**config.mk**
```make
export PLATFORM = sky130hd
export DESIGN_NAME = pcu_top
export DESIGN_NICKNAME = d
export VERILOG_FILES = /design/src/rtl/pcu_pkg.sv /design/src/rtl/pcu_incr.sv /design/src/rtl/pcu_target.sv /design/src/rtl/pcu_reg.sv /design/src/rtl/pcu_top.sv
export SDC_FILE = /design/constraint.sdc
export NUM_CORES = 1
export LEC_CHECK = 0
export ABC_CLOCK_PERIOD_IN_PS = 2350
export BUFFER_PORTS_ARGS = -buffer_cell sky130_fd_sc_hd__clkbuf_2
export CORE_MARGIN = 3
export CORE_UTILIZATION = 40
export CTS_CLUSTER_DIAMETER = 80
export CTS_CLUSTER_SIZE = 40
export DETAILED_ROUTE_END_ITERATION = 6
export PLACE_DENSITY_LB_ADDON = 0.15
export SYNTH_ARGS = -nofsm -noshare
export SYNTH_HDL_FRONTEND = slang
export SYNTH_HIERARCHICAL = 1
export SYNTH_SLANG_ARGS = --single-unit
```
**constraint.sdc**
```tcl
create_clock -name clk -period 2.35 [get_ports clk]
set_input_delay 0.47 -clock clk [delete_from_list [all_inputs] [get_ports clk]]
set_output_delay 0.47 -clock clk [all_outputs]
set_load 0.01 [all_outputs]
```
**src/rtl/pcu_pkg.sv**
```systemverilog
package pcu_pkg;

  typedef enum logic [2:0] {
    OP_STEP = 3'd0,
    OP_JUMP = 3'd1,
    OP_CALL = 3'd2,
    OP_LWR  = 3'd3,
    OP_RET  = 3'd4
  } pc_op_e;

endpackage

```
**src/rtl/pcu_incr.sv**
```systemverilog
module pcu_incr #(
  parameter int ADDR_W = 10
) (
  input  logic [ADDR_W-1:0] a_i,
  output logic [ADDR_W-1:0] y_o
);
  localparam logic [ADDR_W-1:0] ONE = ADDR_W'(1);

  always_comb y_o = a_i + ONE;

  always_comb begin
    p_incr_wrap_r9: assert (a_i == '1 ? y_o == '0 : y_o > a_i)
      else $error("incrementer result inconsistent");
  end
endmodule

```
**src/rtl/pcu_target.sv**
```systemverilog
module pcu_target
  import pcu_pkg::*;
#(
  parameter int ADDR_W = 10,
  parameter int LIT_W  = 9,
  parameter int BYTE_W = 8
) (
  input  logic [2:0]              op_i,
  input  logic [LIT_W-1:0]        lit_i,
  input  logic [BYTE_W-1:0]       dbus_i,
  input  logic [ADDR_W-LIT_W-1:0] page_i,
  input  logic [ADDR_W-1:0]       tos_i,
  input  logic [ADDR_W-1:0]       inc_i,
  output logic [ADDR_W-1:0]       nxt_o
);
  localparam int PAGE_W = ADDR_W - LIT_W;
  localparam int GAP_W  = LIT_W - BYTE_W;

  logic [ADDR_W-1:0] jump_a, call_a, lwr_a;

  // Short loads: the bits between the byte and the page are cleared.
  generate
    if (GAP_W > 0) begin : g_gap
      always_comb begin
        call_a = {page_i, {GAP_W{1'b0}}, lit_i[BYTE_W-1:0]};
        lwr_a  = {page_i, {GAP_W{1'b0}}, dbus_i};
      end
    end else begin : g_nogap
      always_comb begin
        call_a = {page_i, lit_i[BYTE_W-1:0]};
        lwr_a  = {page_i, dbus_i};
      end
    end
  endgenerate

  always_comb jump_a = {page_i, lit_i};

  always_comb begin
    case (pc_op_e'(op_i))
      OP_JUMP: nxt_o = jump_a;
      OP_CALL: nxt_o = call_a;
      OP_LWR:  nxt_o = lwr_a;
      OP_RET:  nxt_o = tos_i;
      default: nxt_o = inc_i;
    endcase
  end

  always_comb begin
    p_page_src_r3: assert (op_i == 3'd0 || op_i > 3'd4 || op_i == 3'd4 ||
                           nxt_o[ADDR_W-1 -: PAGE_W] == page_i)
      else $error("page bits not taken from page select");
  end
endmodule

```
**src/rtl/pcu_reg.sv**
```systemverilog
module pcu_reg #(
  parameter int ADDR_W = 10
) (
  input  logic              clk,
  input  logic              rst,
  input  logic              en_i,
  input  logic [ADDR_W-1:0] d_i,
  output logic [ADDR_W-1:0] q_o
);
  localparam logic [ADDR_W-1:0] RESET_VAL = '1;

  logic rst_d;

  always_ff @(posedge clk) begin
    if (rst)       q_o <= RESET_VAL;
    else if (en_i) q_o <= d_i;
  end

  always_ff @(posedge clk) begin
    rst_d <= rst;
    if (rst_d) begin
      p_reset_vec_r1: assert (q_o == RESET_VAL)
        else $error("address not at reset vector after reset");
    end
  end

  p_hold_r7: assert property (@(posedge clk) disable iff (rst)
    !en_i |=> $stable(q_o))
    else $error("address moved while the cycle enable was low");
endmodule

```
**src/rtl/pcu_top.sv**
```systemverilog
module pcu_top #(
  parameter int ADDR_W = 10,
  parameter int LIT_W  = 9,
  parameter int BYTE_W = 8
) (
  input  logic                    clk,
  input  logic                    rst,
  input  logic                    cyc_en_i,
  input  logic [2:0]              op_i,
  input  logic [LIT_W-1:0]        lit_i,
  input  logic [BYTE_W-1:0]       dbus_i,
  input  logic [ADDR_W-LIT_W-1:0] page_i,
  input  logic [ADDR_W-1:0]       tos_i,
  output logic [ADDR_W-1:0]       pc_o,
  output logic [ADDR_W-1:0]       pc_plus1_o
);
  localparam int PAGE_W = ADDR_W - LIT_W;

  logic [ADDR_W-1:0] pc_q, pc_inc, pc_nxt;

  pcu_incr #(.ADDR_W(ADDR_W)) i_incr (
    .a_i (pc_q),
    .y_o (pc_inc)
  );

  pcu_target #(.ADDR_W(ADDR_W), .LIT_W(LIT_W), .BYTE_W(BYTE_W)) i_target (
    .op_i   (op_i),
    .lit_i  (lit_i),
    .dbus_i (dbus_i),
    .page_i (page_i),
    .tos_i  (tos_i),
    .inc_i  (pc_inc),
    .nxt_o  (pc_nxt)
  );

  pcu_reg #(.ADDR_W(ADDR_W)) i_reg (
    .clk  (clk),
    .rst  (rst),
    .en_i (cyc_en_i),
    .d_i  (pc_nxt),
    .q_o  (pc_q)
  );

  assign pc_o       = pc_q;
  assign pc_plus1_o = pc_inc;

  p_step_r2: assert property (@(posedge clk) disable iff (rst)
    cyc_en_i && (op_i == 3'd0 || op_i > 3'd4) |=>
      pc_o == ADDR_W'($past(pc_o) + 1'b1))
    else $error("step or unused code did not advance by one");

  p_jump_r3: assert property (@(posedge clk) disable iff (rst)
    cyc_en_i && op_i == 3'd1 |=>
      pc_o[LIT_W-1:0] == $past(lit_i) && pc_o[ADDR_W-1 -: PAGE_W] == $past(page_i))
    else $error("jump target wrong");

  p_call_r4: assert property (@(posedge clk) disable iff (rst)
    cyc_en_i && op_i == 3'd2 |=>
      pc_o[BYTE_W-1:0] == $past(lit_i[BYTE_W-1:0]) && pc_o[LIT_W-1:BYTE_W] == '0)
    else $error("call target wrong");

  p_lwr_r5: assert property (@(posedge clk) disable iff (rst)
    cyc_en_i && op_i == 3'd3 |=>
      pc_o[BYTE_W-1:0] == $past(dbus_i) && pc_o[LIT_W-1:BYTE_W] == '0)
    else $error("low-byte write target wrong");

  p_ret_r6: assert property (@(posedge clk) disable iff (rst)
    cyc_en_i && op_i == 3'd4 |=> pc_o == $past(tos_i))
    else $error("return did not load top of stack");
endmodule

```
==> impl.org, run 1 <==
** Place
- Global placer's final weighted congestion :: 0.821
- After legalization and detailed placement, the total HPWL measured 2290 µm.
- Cell count after placement :: 187
- Port buffering added 53 buffers.
- Placement-stage cell area :: 0.00127 mm²

** Worst setup path
- Critical-path maximum fanout :: 6
- The worst register-to-register path has a depth of 8.
- Data on the critical path is required at its endpoint by 2510 ps.
- The setup path with the least slack is of type reg2reg.
- The worst setup path is launched from a register.
- The worst register-to-register path begins at i_reg/q_o[0]$_SDFFE_PP1P_.
- For flop-to-flop paths, the worst setup slack is 220 ps.
- Nature of the critical path endpoint :: register
- For the worst setup path, the data arrival time is 2290 ps.
- Destination of the worst register-to-register timing path :: i_reg/q_o[6]$_SDFFE_PP1P_

** Route
- Detailed-router iteration count before antenna repair :: 4
- Once detail routing completed, the nets flagged for antenna violations numbered 0.
- Total DRC errors in the routed layout :: 0
- Wire length reported by the detailed router :: 2870 µm
- Number of vias per cell :: 5.62
- For this block, the via count after detailed routing is 1068.
- Dividing the detail-routed wire length by the instance count gives 15.1 µm.
- Iteration-0 DRC count of the detailed router :: 33

** Logic synthesis
- The cell count after synthesis came out at 114.
- Yosys mapped a number of flops with a built-in enable equal to 0.
- Summing every instance area after synthesis gives 0.00104 mm².
- The synthesized-area fraction occupied by ao, oa, aoi and oai cells was 0.229.
- The share of synthesized area in the top cell type comes to 0.193.
- Share of synthesized area spent on multiplexers :: 0.194
- Share of flip-flops with an asynchronous set or reset after synthesis :: 0
- Main combinational cell family by area after synthesis :: compound AO/OA/AOI/OAI gates
- In the synthesized netlist the dominant register cell turns out to be dfxtp_1.
- Distinct cell type count of the synthesized netlist :: 31
- When the netlist entered floorplanning its net count stood at 149.
- The Yosys step of the flow raised 6 warnings.
- Adder-cell share of the synthesized area :: 0.0120
- The share of the Yosys chip area taken by registers is 0.193.
- Most area-consuming cells after synthesis :: dfxtp_1 (19%), mux2i_1 (18%), a211o_1 (8.4%)
- Dominant cell type by area after synthesis :: dfxtp_1
- Seq cells post-synth :: 10
- Of the total synthesized cell area, the portion taken by XOR and XNOR cells is 0.0674.
- Mapped Avg Cell Area :: 9.12 µm²
- Of the total synthesized cell area, the portion taken by AND, OR, NAND and NOR gates is 0.212.

** Final layout
- The finished cells cover 0.00129 mm².
- Across the whole layout, storage elements account for 200 µm².
- The register with the most flip-flops in the layout has 10 of them.
- In the layout the commonest cells are clkbuf_2 (53), mux2i_1 (19), nor2b_1 (12).
- Net total in the final layout :: 199
- Register containing the most flip-flops in the final layout :: i_reg/q_o
- Registers with the highest flip-flop counts :: i_reg/q_o x10
- Post-layout instance count excluding filler cells :: 190
- Relative to the synthesized area, the layout overhead comes to 24.2%.
- The filler cells instantiated in the layout total 242.
- Ratio of cells with drive above 1 in the final layout :: 0.389
- Area of combinational cells with multiple inputs :: 742 µm²
- # diodes :: 0
- Most frequent standard cell in the layout excluding fill and tap cells :: clkbuf_2

** Global route
- Across every metal layer, demand over resource in global routing totals 0.177.
- Number of antenna violations at the first check in global routing :: 0
- The total overflow left after global routing is 0.
- Vias in the first global route :: 1101
- Entering global routing, the biggest net connects 23 pins.
- The first global-routing pass estimated 4650 µm of wire.

** CTS
- Clock tree from TritonCTS :: yes
- No sink is reached through more buffers than the 2 on the longest clock path.
- After clock tree synthesis, the clock-pin slew on the worst setup and hold paths is 70 ps.
- CTS placed an instance of clkbuf_4 at the clock tree root.
- Number of buffers added to fix hold violations after cts :: 0
- In this run the number of H-tree levels came out at 1.
- In this run, CTS created clock tree buffers numbering 3.
- Clock latency on the worst-skew pair, taken at its later pin, is 260 ps.
- Sinks on the clock net :: 10
- PostCTS Resize Cnt :: 0
- After clock tree synthesis, the setup repair step added 0 buffers.

** Pwr
- In this run the power density over the cells is 495 mW/mm².
- Leakage power :: 0.000628 µW
- Across the VDD grid, the largest voltage drop is 0.354 mV.
- Post-layout total power :: 639 µW

** Min path
- Worst hold-check path type :: in2reg
- For hold timing, the worst endpoint is i_reg/q_o[8]$_SDFFE_PP1P_.
- The worst hold path begins at rst.
- Worst Hold Path Cells :: 2

** STA
- Max-slew violation count :: 0
- Setup repair after global routing left no endpoint under its margin.
- Worst slew pin tran :: 447 ps
- Number of hold-slack violations in the final timing report :: 0
- Highest clock rate :: 469 MHz
- Of the available clock period, the critical path in the final layout requires 0.908.
- Setup violations remaining at the end of the flow were counted as 0.
- For the final database, setup skew stands at 6.75 ps.
- Setup total negative slack :: 0 ps
- Post-layout min period :: 2130 ps
- Slew headroom :: 0.695

** Run
- Across the run, the number of max-cap violations was 0.

** Die
- Core area :: 0.00234 mm²
- Die boundary width :: 57.0 µm
- The floorplan step set the die height to 57.0 µm.
- FP Rows :: 17
- The die covers 0.00325 mm².
- 54 I/O pins were placed.
- Initial Utilization :: 0.444

** Outcome
- Run status :: finished clean
==> per-stage QoR <==
step	setup slack [ps]	utilization	hold WS (ps)
after detailed placement	237	0.542	597
after global placement	370	0.542	579
final	217	0.552	588
after global routing	37.6	0.552	586
after CTS	237	0.552	581
after floorplan	310	-	620
==> layout make-up <==
cell class | count | share of cell area
clock buffer | 3 | 0.0174
sequential | 10 | 0.155
timing repair buffer | 55 | 0.217
inverter | 3 | 0.00872
multi-input combinational | 91 | 0.575
tap | 28 | 0.0271
==> worst max path at each step <==
stage | endpoint | start | slack (ps) | depth (start not counted)
floorplan | i_reg/q_o[6]$_SDFFE_PP1P_ | i_reg/q_o[0]$_SDFFE_PP1P_ | 310 | 8
global placement | i_reg/q_o[6]$_SDFFE_PP1P_ | i_reg/q_o[0]$_SDFFE_PP1P_ | 370 | 8
detailed placement | i_reg/q_o[6]$_SDFFE_PP1P_ | i_reg/q_o[0]$_SDFFE_PP1P_ | 240 | 8
CTS | i_reg/q_o[6]$_SDFFE_PP1P_ | i_reg/q_o[0]$_SDFFE_PP1P_ | 240 | 8
global route | i_reg/q_o[6]$_SDFFE_PP1P_ | i_reg/q_o[0]$_SDFFE_PP1P_ | 40 | 8
finish | i_reg/q_o[6]$_SDFFE_PP1P_ | i_reg/q_o[0]$_SDFFE_PP1P_ | 220 | 8
==> worst max-delay path: stages (launching register included) <==
cell and delay (ps):
dfxtp_1 420, ha_1 240, nand4_1 130, nor2_1 140
xor2_1 120, and2b_1 170, a2111oi_0 410, a221oi_1 100
a211o_1 310
==> report_power, final <==
part	internal, µW	leakage [µW]	switching, µW	total [µW]
clock network	59.1	0.0000138	57.3	116
registers	185	0.0000834	21.3	206
logic	148	0.000531	169	316
==> cell usage after synthesis (3+ instances only) <==
cell        n
inv_1       3
and2b_1     7
a211o_1    10
dfxtp_1    10
a2111oi_0   8
xor2_1      4
mux2i_1    19
nor2_1      3
xnor2_1     4
nor2b_1    12
nand3_1     3
a221oi_1    8
==> cells by family (layout without fill, tap and decap cells) <==
| family | Yosys count | in the layout |
|---|---|---|
| simple gates | 34 | 34 |
| buf+inv | 13 | 61 |
| mux | 20 | 20 |
| flops | 10 | 10 |
| compound gates | 28 | 28 |
| fa+ha+maj | 1 | 1 |
| xor+xnor | 8 | 8 |
==> routing by layer <==
layer,part of all wire,GRT usage,vias up,wire (µm)
met4,0.0084,0.0331,0,24
met1,0.40,0.196,498,1160
li1,-,-,532,-
met2,0.51,0.331,34,1470
met5,0,0,-,0
met3,0.076,0.0566,4,219
(Power assumes the default switching activity.)
==> run 2: changes to the inputs <==
- RECOVER_POWER: not set -> 100
==> impl.org, run 2 (synthesis results as in run 1) <==
** Outcome
- Run status :: finished clean

** Die
- The number of placed I/O pins is 54 (unchanged).
- FP Rows :: 17 (unchanged)
- The overall die height is 57.0 µm (unchanged).
- Initial Utilization :: 0.444 (unchanged)
- Core area :: 0.00234 mm² (unchanged)
- The area enclosed by the die boundary was 0.00325 mm² (unchanged).
- The die boundary width was 57.0 µm (unchanged).

** Final layout
- The flip-flop count of the largest register after layout came to 10 (unchanged).
- In the layout the commonest cells are clkbuf_2 (33), clkbuf_1 (20), mux2i_1 (19).
- Most frequent standard cell in the layout excluding fill and tap cells :: clkbuf_2
- The fraction of final layout cells sized beyond drive strength 1 was 0.253 (-0.136).
- Register containing the most flip-flops in the final layout :: i_reg/q_o
- Total of fill cells in the finished design :: 253 (+4.5%)
- The final layout net count came to 199 (unchanged).
- Registers with the highest flip-flop counts :: i_reg/q_o x10
- # diodes :: 0 (unchanged)
- Layout Area Growth over Synthesis :: 20.7%

** Route
- Iteration-0 DRC count of the detailed router :: 33 (unchanged)
- The DRC violation count after routing came to 0 (unchanged).
- Number of vias per cell :: 5.66 (+0.66%)
- Wire length per cell :: 15.2 µm (+0.28%)
- Overall via count from detail_route :: 1075 (+0.66%)
- The number of iterations in the first detailed-routing pass came to 4 (unchanged).
- The post-route antenna net violation count came to 0 (unchanged).
- Wire length reported by the detailed router :: 2880 µm (+0.28%)

** STA
- The number of endpoints with negative hold slack in the final report is 0 (unchanged).
- The time the worst path needs with I/O delays and setup came to 2170 ps (+32.5 ps).
- The sum of negative setup slack was 0 ps (unchanged).
- The number of max-slew violations in the final report is 0 (unchanged).
- Unrepaired setup endpoints after global routing :: no
- Worst slew pin tran :: 445 ps (-1.79 ps)
- Worst clock skew :: 8.05 ps (+1.30 ps)
- The worst slew margin relative to its limit is 0.696 (+0.00122).
- The timing-limited maximum frequency is 462 MHz (-1.5%).
- The final number of setup-violating endpoints was 0 (unchanged).
- The share of the cycle needed by the critical path after routing came to 0.922 (+0.0138).

** Global route
- The number of global-route vias before repair was 1101 (unchanged).
- Maximum number of pins on one net before global-route repair :: 23 (unchanged)
- Global routing usage summed across all routing layers :: 0.177 (unchanged)
- The wire length of the first global-routing pass is 4650 µm (unchanged).
- Gr ovfl total :: 0 (unchanged)
- The initial antenna violation count is 0 (unchanged).

** Worst setup path
- Nature of the critical path endpoint :: output port
- The maximum fanout encountered on the critical timing path was 7 (+1).
- The critical path required time is 1880 ps (-630 ps).
- STA classifies the critical path startpoint as a register.
- The data arrival at the endpoint of the critical path was 1700 ps (-590 ps).
- Kind of critical path :: reg2out

** CTS
- Reg clk slew, reported paths :: 70 ps (about the same)
- The quantity of hold-fixing buffers added after cts is 0 (unchanged).
- Root buffer cell :: clkbuf_4
- Post-CTS Setup Inserts :: 0 (unchanged)
- Buffer levels on the longest clock path :: 2 (unchanged)
- Clock insertion delay at the later pin of the skew report :: 260 ps (about the same)
- TritonCTS built the clock tree.
- The CTS H-tree depth was 1 (unchanged).
- Sinks on the clock net :: 10 (unchanged)
- Number of buffers inserted during clock tree synthesis :: 3 (unchanged)
- PostCTS Resize Cnt :: 0 (unchanged)

** Place
- The quantity of I/O buffers inserted on ports was 53 (unchanged).
- The final weighted congestion in routability-driven placement came to 0.821 (unchanged).
- The half-perimeter wire length after placement was 2290 µm (unchanged).

** Pwr
- The worst IR drop on VDD came to 0.352 mV (-0.75%).
- The total power of the final layout was 624 µW (-2.3%).
- The power density over the cells was 497 mW/mm² (+0.48%).
- The leakage power figure was 0.000568 µW (-9.6%).

** Run
- Max-cap violations :: 0 (unchanged)

** Min path
- The min-delay analysis places its worst path in the category in2reg.
-- run 2: changes by cell type in the layout (fill, tap and decap cells not counted) --
cell	previous run	this run
clkbuf_1	0	20
clkbuf_2	53	33
nand3_1	3	4
nand3_2	1	0
nor4_1	0	1
nor4_2	1	0
-- run 2: final timing paths --
check                                 start                         to  slack (ps)  cells past startpoint
setup / recovery  i_reg/q_o[2]$_SDFFE_PP1P_              pc_plus1_o[9]         180                      4
hold / removal                          rst  i_reg/q_o[8]$_SDFFE_PP1P_         590                      2
setup reg to reg  i_reg/q_o[1]$_SDFFE_PP1P_  i_reg/q_o[6]$_SDFFE_PP1P_         230                      8
hold reg to reg   i_reg/q_o[8]$_SDFFE_PP1P_  i_reg/q_o[8]$_SDFFE_PP1P_         620                      2
-- run 2: through the flow --
step	utilization	setup WS (ps)	area, µm²	hold WS (ps)	cells
floorplan	-	310	1040	620	114
global placement	0.542	370	1270	579	187
detailed placement	0.542	237	1270	597	187
CTS	0.552	237	1290	581	190
global route	0.536	30.3	1250	586	190
finish	0.536	184	1250	587	190
-- run 2: final cells by class --
class / count / area (µm²) / share of cell area
multi-input cells: 91 / 731 / 0.582
repair buffers: 55 / 255 / 0.203
flip-flops and latches: 10 / 200 / 0.160
well taps: 28 / 35.0 / 0.0279
clock buffers: 3 / 22.5 / 0.0179
inverters: 3 / 11.3 / 0.00897
-- run 2: worst max-delay path: stages (launching register included) --
cell and delay (ps):
dfxtp_1 440, nand3_1 170, nor4_1 380, xor2_1 260, clkbuf_1 180
-- run 2: layer usage --
layer | share of wire | wire (µm) | GRT usage
met5 | 0 | 0 | 0
met4 | 0.0083 | 24 | 0.0331
met3 | 0.072 | 206 | 0.0566
met2 | 0.52 | 1490 | 0.331
met1 | 0.40 | 1160 | 0.196
-- run 2: power by group --
part           internal (µW)  switching, µW  total (µW)
logic                    134            167         302
registers                185           20.3         205
clock network           59.1           58.0         117
